--- src/rtl/vr_pkg.sv ---
`timescale 1ns/1ps
package vr_pkg;

  typedef enum logic [1:0] {
    MODE_NORMAL = 2'd0,
    MODE_VOTE   = 2'd1,
    MODE_RESUME = 2'd2
  } mode_e;

  // index of the least significant set bit, 0 when none is set
  function automatic int unsigned lowest_idx(input logic [31:0] v);
    int unsigned r;
    r = 0;
    for (int i = 31; i >= 0; i--) begin
      if (v[i]) r = i;
    end
    return r;
  endfunction

  // bit position of an (fu, op) pair in the fault map
  function automatic int unsigned map_pos(input int unsigned fu, input int unsigned op,
                                          input int unsigned nops);
    return fu * nops + op;
  endfunction

endpackage

--- src/rtl/vr_ctl_queue.sv ---
`timescale 1ns/1ps
module vr_ctl_queue #(
  parameter int WORD_W  = 40,
  parameter int Q_DEPTH = 2
) (
  input  logic              clk,
  input  logic              rst_n,
  input  logic              adv,
  input  logic              in_valid,
  input  logic [WORD_W-1:0] in_word,
  output logic [WORD_W-1:0] head
);
  logic [WORD_W-1:0] st [Q_DEPTH];

  for (genvar g = 0; g < Q_DEPTH; g++) begin : g_stage
    if (g == Q_DEPTH - 1) begin : g_tail
      always_ff @(posedge clk or negedge rst_n) begin
        if (!rst_n)   st[g] <= '0;
        else if (adv) st[g] <= in_valid ? in_word : '0;
      end
    end else begin : g_mid
      always_ff @(posedge clk or negedge rst_n) begin
        if (!rst_n)   st[g] <= '0;
        else if (adv) st[g] <= st[g+1];
      end
    end
  end

  assign head = st[0];
endmodule

--- src/rtl/vr_target_pick.sv ---
`timescale 1ns/1ps
module vr_target_pick #(
  parameter int NUM_FU  = 4,
  parameter int OP_W    = 2,
  parameter int NUM_OPS = 4,
  parameter logic [NUM_FU*NUM_OPS-1:0] CAPS = '1,
  localparam int IDX_W = $clog2(NUM_FU)
) (
  input  logic [OP_W-1:0]           op,
  input  logic [IDX_W-1:0]          suspect,
  input  logic [NUM_FU*NUM_OPS-1:0] fmap,
  output logic                      found,
  output logic [IDX_W-1:0]          target
);
  logic [NUM_FU-1:0] usable;

  for (genvar f = 0; f < NUM_FU; f++) begin : g_cand
    assign usable[f] = CAPS[vr_pkg::map_pos(f, int'(op), NUM_OPS)]
                     && !fmap[vr_pkg::map_pos(f, int'(op), NUM_OPS)]
                     && (suspect != IDX_W'(f));
  end

  always_comb begin
    found  = |usable;
    target = IDX_W'(vr_pkg::lowest_idx(32'(usable)));
  end
endmodule

--- src/rtl/vr_fault_store.sv ---
`timescale 1ns/1ps
module vr_fault_store #(
  parameter int NUM_FU  = 4,
  parameter int OP_W    = 2,
  parameter int NUM_OPS = 4,
  localparam int IDX_W = $clog2(NUM_FU)
) (
  input  logic                      clk,
  input  logic                      rst_n,
  input  logic                      rec_en,
  input  logic [IDX_W-1:0]          rec_fu,
  input  logic [OP_W-1:0]           rec_op,
  output logic [NUM_FU*NUM_OPS-1:0] fmap
);
  always_ff @(posedge clk or negedge rst_n) begin
    if (!rst_n)
      fmap <= '0;
    else if (rec_en)
      fmap[vr_pkg::map_pos(int'(rec_fu), int'(rec_op), NUM_OPS)] <= 1'b1;
  end
endmodule

--- src/rtl/vote_reissue_ctrl.sv ---
`timescale 1ns/1ps
module vote_reissue_ctrl #(
  parameter int NUM_FU  = 4,
  parameter int OP_W    = 2,
  parameter int CW_W    = 8,
  parameter int MAX_LAT = 2,
  parameter int Q_DEPTH = 2,
  parameter logic [NUM_FU*(1<<OP_W)-1:0] FU_CAPS = 16'hBFFF,
  localparam int NUM_OPS = 1 << OP_W,
  localparam int SLOT_W  = OP_W + CW_W,
  localparam int WORD_W  = NUM_FU * SLOT_W,
  localparam int MAP_W   = NUM_FU * NUM_OPS,
  localparam int IDX_W   = $clog2(NUM_FU),
  localparam int CNT_W   = $clog2(MAX_LAT + 1) + 1
) (
  input  logic              clk,
  input  logic              rst_n,
  input  logic              dec_valid,
  input  logic [WORD_W-1:0] dec_word,
  input  logic [NUM_FU-1:0] mis_flag,
  input  logic              vote_mis,
  output logic [WORD_W-1:0] iss_word,
  output logic              stall,
  output logic [1:0]        mode,
  output logic [NUM_FU-1:0] fu_sel,
  output logic [OP_W-1:0]   op_sel,
  output logic [NUM_FU-1:0] wr_dis,
  output logic [MAP_W-1:0]  fault_map,
  output logic              fatal
);
  import vr_pkg::*;

  mode_e             mode_q;
  logic [CNT_W-1:0]  cnt_q;
  logic [WORD_W-1:0] ret_q;
  logic [WORD_W-1:0] snap_q;
  logic [NUM_FU-1:0] pend_q;
  logic [IDX_W-1:0]  susp_q;
  logic [IDX_W-1:0]  tgt_q;
  logic [OP_W-1:0]   sop_q;
  logic [CW_W-1:0]   sctl_q;
  logic              fatal_q;

  // named internal events
  logic [WORD_W-1:0] head_w;
  logic [NUM_FU-1:0] src_mask;
  logic [WORD_W-1:0] src_word;
  logic              hit_ev;
  logic              reissue_ev;
  logic              decide_ev;
  logic              agree_ev;
  logic [IDX_W-1:0]  new_susp;
  logic [SLOT_W-1:0] new_slot;
  logic [OP_W-1:0]   new_op;
  logic [CW_W-1:0]   new_ctl;
  logic              pick_ok;
  logic [IDX_W-1:0]  pick_tgt;

  vr_ctl_queue #(.WORD_W(WORD_W), .Q_DEPTH(Q_DEPTH)) u_queue (
    .clk(clk), .rst_n(rst_n), .adv(!stall),
    .in_valid(dec_valid), .in_word(dec_word), .head(head_w)
  );

  always_comb begin
    src_mask = (|pend_q) ? pend_q : mis_flag;
    src_word = (|pend_q) ? snap_q : ret_q;
    hit_ev   = (mode_q == MODE_NORMAL) && (|src_mask);
    new_susp = IDX_W'(lowest_idx(32'(src_mask)));
    new_slot = src_word[int'(new_susp)*SLOT_W +: SLOT_W];
    new_op   = new_slot[SLOT_W-1 -: OP_W];
    new_ctl  = new_slot[CW_W-1:0];
  end

  vr_target_pick #(.NUM_FU(NUM_FU), .OP_W(OP_W), .NUM_OPS(NUM_OPS), .CAPS(FU_CAPS)) u_pick (
    .op(new_op), .suspect(new_susp), .fmap(fault_map),
    .found(pick_ok), .target(pick_tgt)
  );

  assign reissue_ev = (mode_q == MODE_VOTE) && (cnt_q == '0);
  assign decide_ev  = (mode_q == MODE_VOTE) && (cnt_q == CNT_W'(MAX_LAT));
  assign agree_ev   = decide_ev && !vote_mis;

  vr_fault_store #(.NUM_FU(NUM_FU), .OP_W(OP_W), .NUM_OPS(NUM_OPS)) u_store (
    .clk(clk), .rst_n(rst_n), .rec_en(agree_ev),
    .rec_fu(susp_q), .rec_op(sop_q), .fmap(fault_map)
  );

  assign stall = hit_ev || (mode_q == MODE_VOTE);

  always_comb begin
    iss_word = '0;
    if (!stall) iss_word = head_w;
    if (reissue_ev) iss_word[int'(tgt_q)*SLOT_W +: SLOT_W] = {sop_q, sctl_q};
  end

  assign fu_sel = reissue_ev ? (NUM_FU'(1) << tgt_q) : '0;
  assign op_sel = reissue_ev ? sop_q : '0;
  assign wr_dis = agree_ev ? (NUM_FU'(1) << susp_q) : '0;
  assign mode   = mode_q;
  assign fatal  = fatal_q;

  always_ff @(posedge clk or negedge rst_n) begin
    if (!rst_n) begin
      mode_q  <= MODE_NORMAL;
      cnt_q   <= '0;
      ret_q   <= '0;
      snap_q  <= '0;
      pend_q  <= '0;
      susp_q  <= '0;
      tgt_q   <= '0;
      sop_q   <= '0;
      sctl_q  <= '0;
      fatal_q <= 1'b0;
    end else begin
      ret_q <= iss_word;
      unique case (mode_q)
        MODE_NORMAL: begin
          if (hit_ev) begin
            pend_q <= src_mask & ~(NUM_FU'(1) << new_susp);
            if (!(|pend_q)) snap_q <= ret_q;
            susp_q <= new_susp;
            sop_q  <= new_op;
            sctl_q <= new_ctl;
            tgt_q  <= pick_tgt;
            cnt_q  <= '0;
            if (pick_ok) begin
              mode_q <= MODE_VOTE;
            end else begin
              fatal_q <= 1'b1;
              mode_q  <= MODE_RESUME;
            end
          end
        end
        MODE_VOTE: begin
          cnt_q <= cnt_q + 1'b1;
          if (decide_ev) mode_q <= MODE_RESUME;
        end
        MODE_RESUME: mode_q <= MODE_NORMAL;
        default:     mode_q <= MODE_NORMAL;
      endcase
    end
  end
endmodule

--- config.mk ---
export PLATFORM = sky130hd
export DESIGN_NAME = vote_reissue_ctrl
export DESIGN_NICKNAME = d
export VERILOG_FILES = /design/src/rtl/vr_pkg.sv /design/src/rtl/vr_ctl_queue.sv /design/src/rtl/vr_target_pick.sv /design/src/rtl/vr_fault_store.sv /design/src/rtl/vote_reissue_ctrl.sv
export SDC_FILE = /design/constraint.sdc
export NUM_CORES = 1
export LEC_CHECK = 0
export ABC_AREA = 1
export ABC_CLOCK_PERIOD_IN_PS = 2100
export BUFFER_PORTS_ARGS = -buffer_cell sky130_fd_sc_hd__buf_4
export CELL_PAD_IN_SITES_DETAIL_PLACEMENT = 0
export CELL_PAD_IN_SITES_GLOBAL_PLACEMENT = 1
export CORE_UTILIZATION = 39
export DETAILED_ROUTE_END_ITERATION = 10
export PLACE_DENSITY_LB_ADDON = 0.1
export RECOVER_POWER = 100
export SYNTH_ARGS = -nofsm -noshare
export SYNTH_HDL_FRONTEND = slang
export SYNTH_SLANG_ARGS = --single-unit
--- constraint.sdc ---
create_clock -name clk -period 2.1 [get_ports clk]
set_input_delay 0.21 -clock clk [delete_from_list [all_inputs] [get_ports clk]]
set_output_delay 0.21 -clock clk [all_outputs]
set_load 0.1 [all_outputs]
# Yosys cells after proc, flatten, opt, wreduce, memory -nomap -nowiden
# Memories as Yosys holds them, arrays and structs flattened.
# Cells that the tools add are included.
[op_classes]
addsub = 6
multipliers = 2
magnitude_cmp = 6
eq_ne = 7
shifts = 6
mux = 38
n_bitwise = 4
reduce_logical = 30
[ops]
columns = ["cell", "count"]
rows = [
  ["$mux W40", 4],
  ["$lt A32 B5 Y1 const B", 4],
  ["$bwmux W40", 1],
  ["$shift A10 B33 Y40 const A", 1],
  ["$shiftx A10 B33 Y40", 1],
  ["$shiftx A40 B7 Y10", 1],
  ["$neg A6 Y33", 1],
  ["$ge A32 B1 Y1 const B", 1],
  ["$mux W2", 12],
  ["$or A16 B16 Y16", 1],
  ["$logic_and A1 B1 Y1", 13],
  ["$bmux W1 S4", 3],
  ["$mux W4", 3],
  ["$reduce_or A4 Y1", 3],
  ["$shl A1 B2 Y4 const A", 3],
  ["$add A4 B2 Y5 const A", 2],
  ["$mul A2 B3 Y5 const B", 2],
  ["$mux W1", 9],
  ["$ne A2 B2 Y1 const B", 4],
  ["$pmux W3 S2", 1],
  ["$reduce_and A2 Y1", 3],
  ["$add A4 B2 Y5", 1],
  ["$logic_not A1 Y1", 5],
  ["$lt A2 B5 Y1 const B", 1],
  ["other kinds (17)", 19],
]
[totals]
register_bits = 200
rom_bits = 48
in_bits = 48
output_inout_bits = 70
elab_cells = 115
n_memories = 3
[memory_table]
columns = ["name", "depth", "width", "read_ports", "rd_clocked_by_memory_dff", "write_ports", "line_no", "text"]
rows = [
  ["(no name shown)", 16, 1, 1, 0, 0, "vr_target_pick.sv:18", "assign usable[f] = CAPS[vr_pkg::map_pos(f, int'(op), NUM_OPS)]"],
  ["(no name shown)", 16, 1, 1, 0, 0, "vr_target_pick.sv:18", ""],
  ["(no name shown)", 16, 1, 1, 0, 0, "vr_target_pick.sv:18", ""],
]

# Logic depth before layout (Yosys ltp)
# Gate-level depths: netlist of the first run.
[logic_depth]
depth_word = 18
depth_mapped = 17
depth_no_buf = 17

# Modules after synthesis
# From an unflattened synthesis of the first run, not the netlist that was laid out.
[unflattened]
cells_unflattened = 1235
area_unflattened_um2 = 9846.9
[by_module_without_submodules]
columns = ["mod", "n_inst", "cells_per_inst", "area_each_um2", "seq_area_each_um2"]
rows = [
  ["vote_reissue_ctrl", 1, 743, 5559.1, 2602.5],
  ["vr_ctl_queue", 1, 382, 3433.3, 2001.9],
  ["vr_fault_store", 1, 63, 635.6, 400.4],
  ["vr_target_pick", 1, 47, 219.0, 0.0],
]

# Worst setup path before layout of the first run
# Ideal clock, no wire load.
[synth_timing]
path_kind = "register -> register"
from = "reg mode_q[0], in the netlist mode[0]"
to = "reg ret_q[21]"
setup_ps = 353
arrival_ps = 5748
t_required_ps = 1747
setup_slack_ps = -4001
stages_incl_launch_ff = 7
path_buffers = 0
synth_period_minus_slack_ps = 6101
path_cell_list = "dfrtp_1 inv_1 nor2_1 nand3_1 nor2_1 nand3_1 o21ai_0"
[synth_between]
elab_chain_len = 6
elab_cells_between_ends = 8
classes_between = "eq/ne: 1; mux: 3; reduce/logical: 4"
[synth_lines]
columns = ["item", "line_no", "text"]
rows = [
  ["from (decl)", "vote_reissue_ctrl.sv:33", "mode_e mode_q;"],
  ["from (signal assigned)", "vote_reissue_ctrl.sv:104", "mode_q <= MODE_NORMAL;"],
  ["from (signal assigned)", "vote_reissue_ctrl.sv:127", "mode_q <= MODE_VOTE;"],
  ["from (signal assigned)", "vote_reissue_ctrl.sv:130", "mode_q <= MODE_RESUME;"],
  ["$logic_not A2 Y1", "vote_reissue_ctrl.sv:67", "hit_ev = (mode_q == MODE_NORMAL) && (|src_mask);"],
  ["$logic_and A1 B1 Y1", "vote_reissue_ctrl.sv:67", ""],
  ["$logic_or A1 B1 Y1", "vote_reissue_ctrl.sv:88", "assign stall = hit_ev || (mode_q == MODE_VOTE);"],
  ["$mux W40", "vote_reissue_ctrl.sv:92", "if (!stall) iss_word = head_w;"],
  ["$bwmux W40", "vote_reissue_ctrl.sv:93", "if (reissue_ev) iss_word[int'(tgt_q)*SLOT_W +: SLOT_W] = {sop_q, sctl_q};"],
  ["$mux W40 *", "vote_reissue_ctrl.sv:93", ""],
  ["net iss_word[21]", "vote_reissue_ctrl.sv:22", "output logic [WORD_W-1:0] iss_word,"],
  ["to (signal assigned)", "vote_reissue_ctrl.sv:115", "ret_q <= iss_word;"],
  ["to (decl)", "vote_reissue_ctrl.sv:35", "logic [WORD_W-1:0] ret_q;"],
]
# Mark *: on every way through the listed nets, which the timed path passes. The rest lies on a longest branch.
# A chain may end at the register's enable or synchronous reset.

# Worst setup path in the final report of the first run
[layout_timing]
from = "reg tgt_q[0]"
to = "out iss_word[12]"
[layout_between]
elab_chain_len = 5
elab_cells_between_ends = 6
classes_between = "add/sub: 1; mul: 1; shift: 2; mux: 2"
[layout_lines]
columns = ["item", "line_no", "text"]
rows = [
  ["from (decl)", "vote_reissue_ctrl.sv:39", "logic [IDX_W-1:0] tgt_q;"],
  ["from (signal assigned)", "vote_reissue_ctrl.sv:124", "tgt_q <= pick_tgt;"],
  ["$mul A2 B3 Y5 *", "vote_reissue_ctrl.sv:93", ""],
  ["$neg A6 Y33 *", "vote_reissue_ctrl.sv:93", ""],
  ["$shiftx A10 B33 Y40 / $shift A10 B33 Y40 (equally long branches)", "vote_reissue_ctrl.sv:93", ""],
  ["$bwmux W40 *", "vote_reissue_ctrl.sv:93", ""],
  ["$mux W40 *", "vote_reissue_ctrl.sv:93", ""],
  ["to (decl)", "vote_reissue_ctrl.sv:22", ""],
]
# Mark *: on every way between the ends. The rest lies on a longest branch, timed or not.

==> summary.txt, run 1 <==
Die
  – Core Region: 23,500 µm²
  – Die width: 157 µm
  – Die Span Y: 157 µm
  – Row count: 56
  – Initial core utilization: 0.398
  – Die area: 24,600 µm²
  – IO Pins: 118

Synthesis
  – Post-synth cell types: 45
  – Largest cells by area after synthesis: dfrtp_1 54%, o21ai_0 11%, nand2_1 8.4%, inv_1 5.9%, nand3_1 4.1%
  – Net Count, Synth: 1,169
  – Yosys warns: 0
  – Cell taking the most area after synthesis: dfrtp_1
  – Synth Cell Area: 9340 µm²
  – Synth Register Bits: 200
  – Post-synthesis sequential area ratio: 0.536
  – Post-synthesis instance total: 1,113
  – Synth async-reset ratio: 1.00
  – Avg Synthesized Cell Area: 8.39 µm²
  – Post-synth top area share: 0.536
  – Ys flop type: dfrtp_1
  – Post-synth EDFFs: 0
  – Most frequent cell after synthesis: nand2_1
  – Post-synth top cells: 210 x nand2_1, 201 x o21ai_0, 200 x dfrtp_1, 147 x inv_1, 77 x nand3_1

Layout
  – Filler cells: 1,846
  – ANT cells: 0
  – Total Nets Final: 1,517
  – Layout cells sized above 1: 0.466
  – Area Growth Syn to Fin: 71.0%

Run
  – Max-cap violation count: 0

STA
  – Final Cycle Share: 1.27
  – RSZ-0062 raised after global routing: true
  – Worst Max-Slew Pin Slew: 1350 ps
  – Slew HR: 0.102
  – F_max: 376 MHz
  – Pins Over Slew Limit: 0
  – Fin crit period: 2660 ps
  – Hold violation count in the final report: 0
  – Setup-failing EPs final: 146
  – Final worst setup slack: -563 ps
  – Clock Skew: 10.7 ps

Clocking
  – Clk Latency, worst-skew pair: 440 ps
  – CTS tree: built
  – Clk pin slew, worst setup/hold paths: 80 ps
  – Buffer type at the clock tree root: clkbuf_16
  – CTS H-tree lvls: 4
  – Max Root-Sink Buffers: 2
  – Number of CTS-inserted buffers: 17
  – Clock sink count: 200

Placed design
  – GPL Wtd Cong: 0.890
  – Pre-CTS setup slack: -407 ps
  – Hpwl dp: 20,900 µm
  – IO Port Bufs: 117

Route
  – Drt wl/cell: 18.7 µm
  – Via density: 5.09
  – 1st-iter DRT viols: 593
  – Antenna Nets Post-Route: 0
  – Drt pass-1 iters: 5
  – Detailed Route WL: 33,600 µm
  – DRC viols: 0
  – Via count: 9,123

Status
  – Status: finished, violations left
  – Failing checks: negative setup slack

Critical path
  – Worst Setup SP: tgt_q[0]$_DFFE_PN0P_
  – Crit path kind: flop to output pin
  – Worst setup EP type: output pin
  – RR Endpoint: u_queue.head[9]$_DFFE_PN0N_
  – CP endpoint: iss_word[12]
  – Critical Path AT: 2450 ps
  – CP required: 1890 ps
  – Worst r2r path cells: 19
  – Worst reg-to-reg setup slack: -430 ps
  – Reg-to-Reg Start: pend_q[1]$_DFFE_PN0P_
  – Max FO, Critical Path: 8
  – Critical Path Start Type: flop

Global routing
  – Largest net degree at the start of global routing: 61
  – First-pass GRT wire length: 46,400 µm
  – Initial antenna violation count: 1
  – Overflow after GRT: 0
  – Gr usage total: 0.252
  – Number of global-route vias before repair: 8,339

Worst hold path
  – Hold WC Path Type: primary input to flop
## cells in the final DEF (no fill, tap or decap), types with 6 or more instances in the layout
cell type and count:
clkinvlp_4 8, nor2_1 48, a21oi_2 8, nand2_1 128
nand3_4 6, clkbuf_16 31, dfrtp_1 197, buf_8 10
nand3_1 45, nor2_2 14, o21ai_4 39, nand2_2 64
nor2_4 21, o21ai_2 29, o21ai_1 73, nand2_4 25
buf_4 195, nand3_2 29, a22o_4 7, a21oi_1 28
nand2_8 7, buf_12 61, inv_2 13, o21bai_1 8
o21ai_0 70, clkbuf_2 23, dlygate4sd3_1 32, inv_1 128
buf_6 35
## metal layers
| layer | GRT usage | vias to the layer above | routed length (µm) |
|---|---|---|---|
| li1 | - | 4344 | - |
| met1 | 0.350 | 4469 | 14300 |
| met2 | 0.404 | 258 | 17000 |
| met3 | 0.0371 | 52 | 1330 |
| met4 | 0.0803 | 0 | 949 |
| met5 | 0 | - | 0 |
## registers in the layout (all words and copies together) (netlist names), 2 cells and up
signal and flops:
cnt_q 3, mode 2, pend_q 4, ret_q 40
sctl_q 8, snap_q 40, sop_q 2, susp_q 2
tgt_q 2, u_queue.head 40, u_queue.st 40, u_store.fmap 16
## kinds of logic (layout without fill, tap and decap cells)
| logic type | Yosys count | after routing | share of synthesized area |
|---|---|---|---|
| simple gates | 398 | 401 | 0.189 |
| compound gates | 296 | 296 | 0.174 |
| buf+inv | 210 | 567 | 0.0892 |
| flops | 200 | 200 | 0.536 |
| fa+ha+maj | 8 | 8 | 0.0107 |
| xor+xnor | 1 | 1 | 0.000938 |
## critical path, stage by stage, from the launching register on
cell	delay, ps
dfrtp_2	450
inv_8	80
buf_6	140
nand2_1	100
a21oi_2	160
inv_1	100
nor2_4	110
inv_1	80
nand2_1	60
o21ai_0	80
buf_4	170
o21ai_4	260
buf_12	210
## how the worst min path moves through the flow
stage / startpoint / to / slack, ps / cells after the start
2_1_floorplan: rst_n / cnt_q[0]$_DFFE_PN0P_ / -90 / 0
3_3_place_gp: rst_n / pend_q[0]$_DFFE_PN0P_ / 200 / 1
3_5_place_dp: rst_n / pend_q[0]$_DFFE_PN0P_ / 200 / 1
4_1_cts: dec_word[38] / u_queue.st[38]$_DFFE_PN0N_ / 0.03 / 3
5_1_grt: dec_word[6] / u_queue.st[6]$_DFFE_PN0N_ / 20 / 3
6_report: dec_word[6] / u_queue.st[6]$_DFFE_PN0N_ / 10 / 3
## layout make-up
cell class | instances | area [µm²] | area share
Timing Repair inverter | 1 | 7.51 | 0.000470
Timing Repair Buffer | 381 | 4180 | 0.261
Tap cell | 319 | 399 | 0.0250
Multi-Input combinational cell | 706 | 5160 | 0.323
Inverter | 154 | 626 | 0.0392
Sequential cell | 200 | 5010 | 0.314
Clock buffer | 17 | 425 | 0.0266
Clock inverter | 14 | 161 | 0.0101
## through the flow
step	instance area (µm²)	instances	util	hold WS, ps	setup TNS, ps
5_1_grt	16000	1792	0.680	16.4	-56060
3_5_place_dp	12200	1643	0.520	200	-9380
2_1_floorplan	9960	1113	-	-85.6	-51100
6_report	16000	1792	0.680	11.4	-39850
3_3_place_gp	12200	1643	0.520	200	-9410
4_1_cts	14300	1733	0.609	0.0265	-27660
## timing repair
item,CTS,global route
pin swaps,33,62
gates cloned,2,25
hold buffers,32,0
buffers inserted,26,44
gates resized for setup,249,343
hold endpoints to repair,74,0
setup endpoints to repair,113,170
Power of run 1 is not shown: default switching activity piles up to over one toggle a cycle in this logic, so the estimate is an artifact.
==> run 2, diff against run 1 <==
--- a/config.mk
+++ b/config.mk
@@ -17,3 +17,4 @@
 export SYNTH_ARGS = -nofsm -noshare
 export SYNTH_HDL_FRONTEND = slang
 export SYNTH_SLANG_ARGS = --single-unit
+export TNS_END_PERCENT = 1
==> summary.txt, run 2 (synthesis results as in run 1) <==
Placed design
  – DP Area: 12,000 µm²
  – IO Port Bufs: 117
  – Hpwl dp: 21,500 µm
  – GPL Wtd Cong: 0.918

Global routing
  – Number of global-route vias before repair: 8,415
  – Largest net degree at the start of global routing: 57
  – First-pass GRT wire length: 46,800 µm
  – Gr usage total: 0.255
  – Overflow after GRT: 0
  – Initial antenna violation count: 0

Layout
  – ANT cells: 0
  – Filler cells: 2,087
  – Finished Core Util: 0.603
  – Total Nets Final: 1,449
  – Layout cells sized above 1: 0.354
  – Commonest non-fill, non-tap cell in the layout: dfrtp_1
  – Design Area, Final: 14,200 µm²
  – Area Growth Syn to Fin: 51.6%
  – Most frequent cells in the layout: 198 x dfrtp_1, 193 x nand2_1, 183 x buf_4

Clocking
  – Clk Latency, worst-skew pair: 450 ps
  – Clock sink count: 200
  – Max Root-Sink Buffers: 2
  – CTS tree: built
  – Buffer type at the clock tree root: clkbuf_16
  – Number of CTS-inserted buffers: 17
  – Clk pin slew, worst setup/hold paths: 80 ps
  – CTS H-tree lvls: 4

Die
  – Initial core utilization: 0.398
  – Die area: 24,600 µm²
  – Core Region: 23,500 µm²
  – Die Span Y: 157 µm
  – Row count: 56
  – IO Pins: 118
  – Die width: 157 µm

Status
  – Failing checks: max-capacitance violations, max-slew violations, negative setup slack
  – Status: finished, violations left

STA
  – F_max: 382 MHz
  – Slew HR: -0.00934
  – Hold violation count in the final report: 0
  – Final worst setup slack: -517 ps
  – Worst Max-Slew Pin Slew: 1510 ps
  – Setup_tns: -23,880 ps
  – Clock Skew: 14.1 ps
  – Fin crit period: 2620 ps
  – Setup-failing EPs final: 100
  – Final Cycle Share: 1.25
  – RSZ-0062 raised after global routing: true
  – Pins Over Slew Limit: 57

Critical path
  – Critical Path AT: 2410 ps
  – Max FO, Critical Path: 7
  – Critical Path Start Type: flop
  – CP required: 1890 ps
  – Crit path kind: flop to output pin
  – Worst setup EP type: output pin
  – Worst reg-to-reg setup slack: -220 ps

Route
  – Detailed Route WL: 29,500 µm
  – Drt wl/cell: 17.1 µm
  – Drt pass-1 iters: 5
  – Via count: 8,452
  – DRC viols: 0
  – Via density: 4.90
  – 1st-iter DRT viols: 525
  – Antenna Nets Post-Route: 0

Run
  – Max-cap violation count: 1

Worst hold path
  – Hold WC Path Type: primary input to flop
==> run 2: changes by cell type in the layout (fill, tap and decap cells not counted), moves of 14 or more <==
| cell | delta |
|---|---|
| o21ai_0 | +74 |
| nand2_1 | +65 |
| o21ai_1 | -57 |
| nand2_2 | -37 |
| nand3_1 | +26 |
| nand2_4 | -23 |
| nand3_2 | -22 |
| buf_6 | -18 |
| clkbuf_16 | -14 |
==> run 2: cell type report <==
type | count | area (µm²) | share of cell area
clock buffers | 18 | 439 | 0.0310
clock inverters | 13 | 136 | 0.00964
inverters | 154 | 593 | 0.0419
multi-input cells | 703 | 4360 | 0.308
flip-flops and latches | 200 | 5010 | 0.354
well taps | 319 | 399 | 0.0282
repair buffers | 317 | 3220 | 0.227
==> run 2: critical path, cell delays in order (launching register included) <==
cell and delay, ps:
dfrtp_1 380, inv_2 80, ha_4 210, buf_4 140, a211oi_2 180, buf_4 170
nand2_2 60, o21ai_4 70, o21ai_1 80, buf_4 160, o21ai_4 230, buf_12 210
==> run 2: metal layers <==
metal / vias up / share of wire / GRT usage / wire length (µm)
met5: - / 0 / 0 / 0
met4: 0 / 0.019 / 0.0710 / 555
met3: 32 / 0.040 / 0.0454 / 1180
met2: 180 / 0.47 / 0.400 / 13900
met1: 4045 / 0.47 / 0.359 / 13800
li1: 4195 / - / - / -
==> run 2: stage by stage <==
step | hold WS [ps] | setup slack (ps) | cells
6_report | 9.88 | -517 | 1724
5_1_grt | 1.37 | -611 | 1724
4_1_cts | 0.442 | -505 | 1716
3_5_place_dp | 232 | -464 | 1646
3_3_place_gp | 231 | -470 | 1646
2_1_floorplan | -85.6 | -1250 | 1113
==> run 2: repair_timing <==
action / in CTS / in global routing
buffers inserted: 17 / 6
pin swaps: 35 / 21
cloned: 1 / 0
hold endpoints to repair: 72 / 2
gates resized for setup: 292 / 50
setup endpoints to repair: 156 / 156
hold buffers: 24 / 2
==> run 2: worst paths after layout <==
| path | cells after the start | startpoint | to |
|---|---|---|---|
| worst max-delay path | 11 | tgt_q[0]$_DFFE_PN0P_ | iss_word[12] |
| worst min-delay path | 3 | dec_word[34] | u_queue.st[34]$_DFFE_PN0N_ |
| worst max register to register | 14 | pend_q[1]$_DFFE_PN0P_ | tgt_q[0]$_DFFE_PN0P_ |
| worst min register to register | 2 | fatal$_DFFE_PN0P_ | fatal$_DFFE_PN0P_ |
| max in group asynchronous | 3 | rst_n | u_queue.head[30]$_DFFE_PN0N_ |
| min in group asynchronous | 2 | rst_n | u_store.fmap[11]$_DFFE_PN0P_ |
Power of run 2 is left out for the same reason.
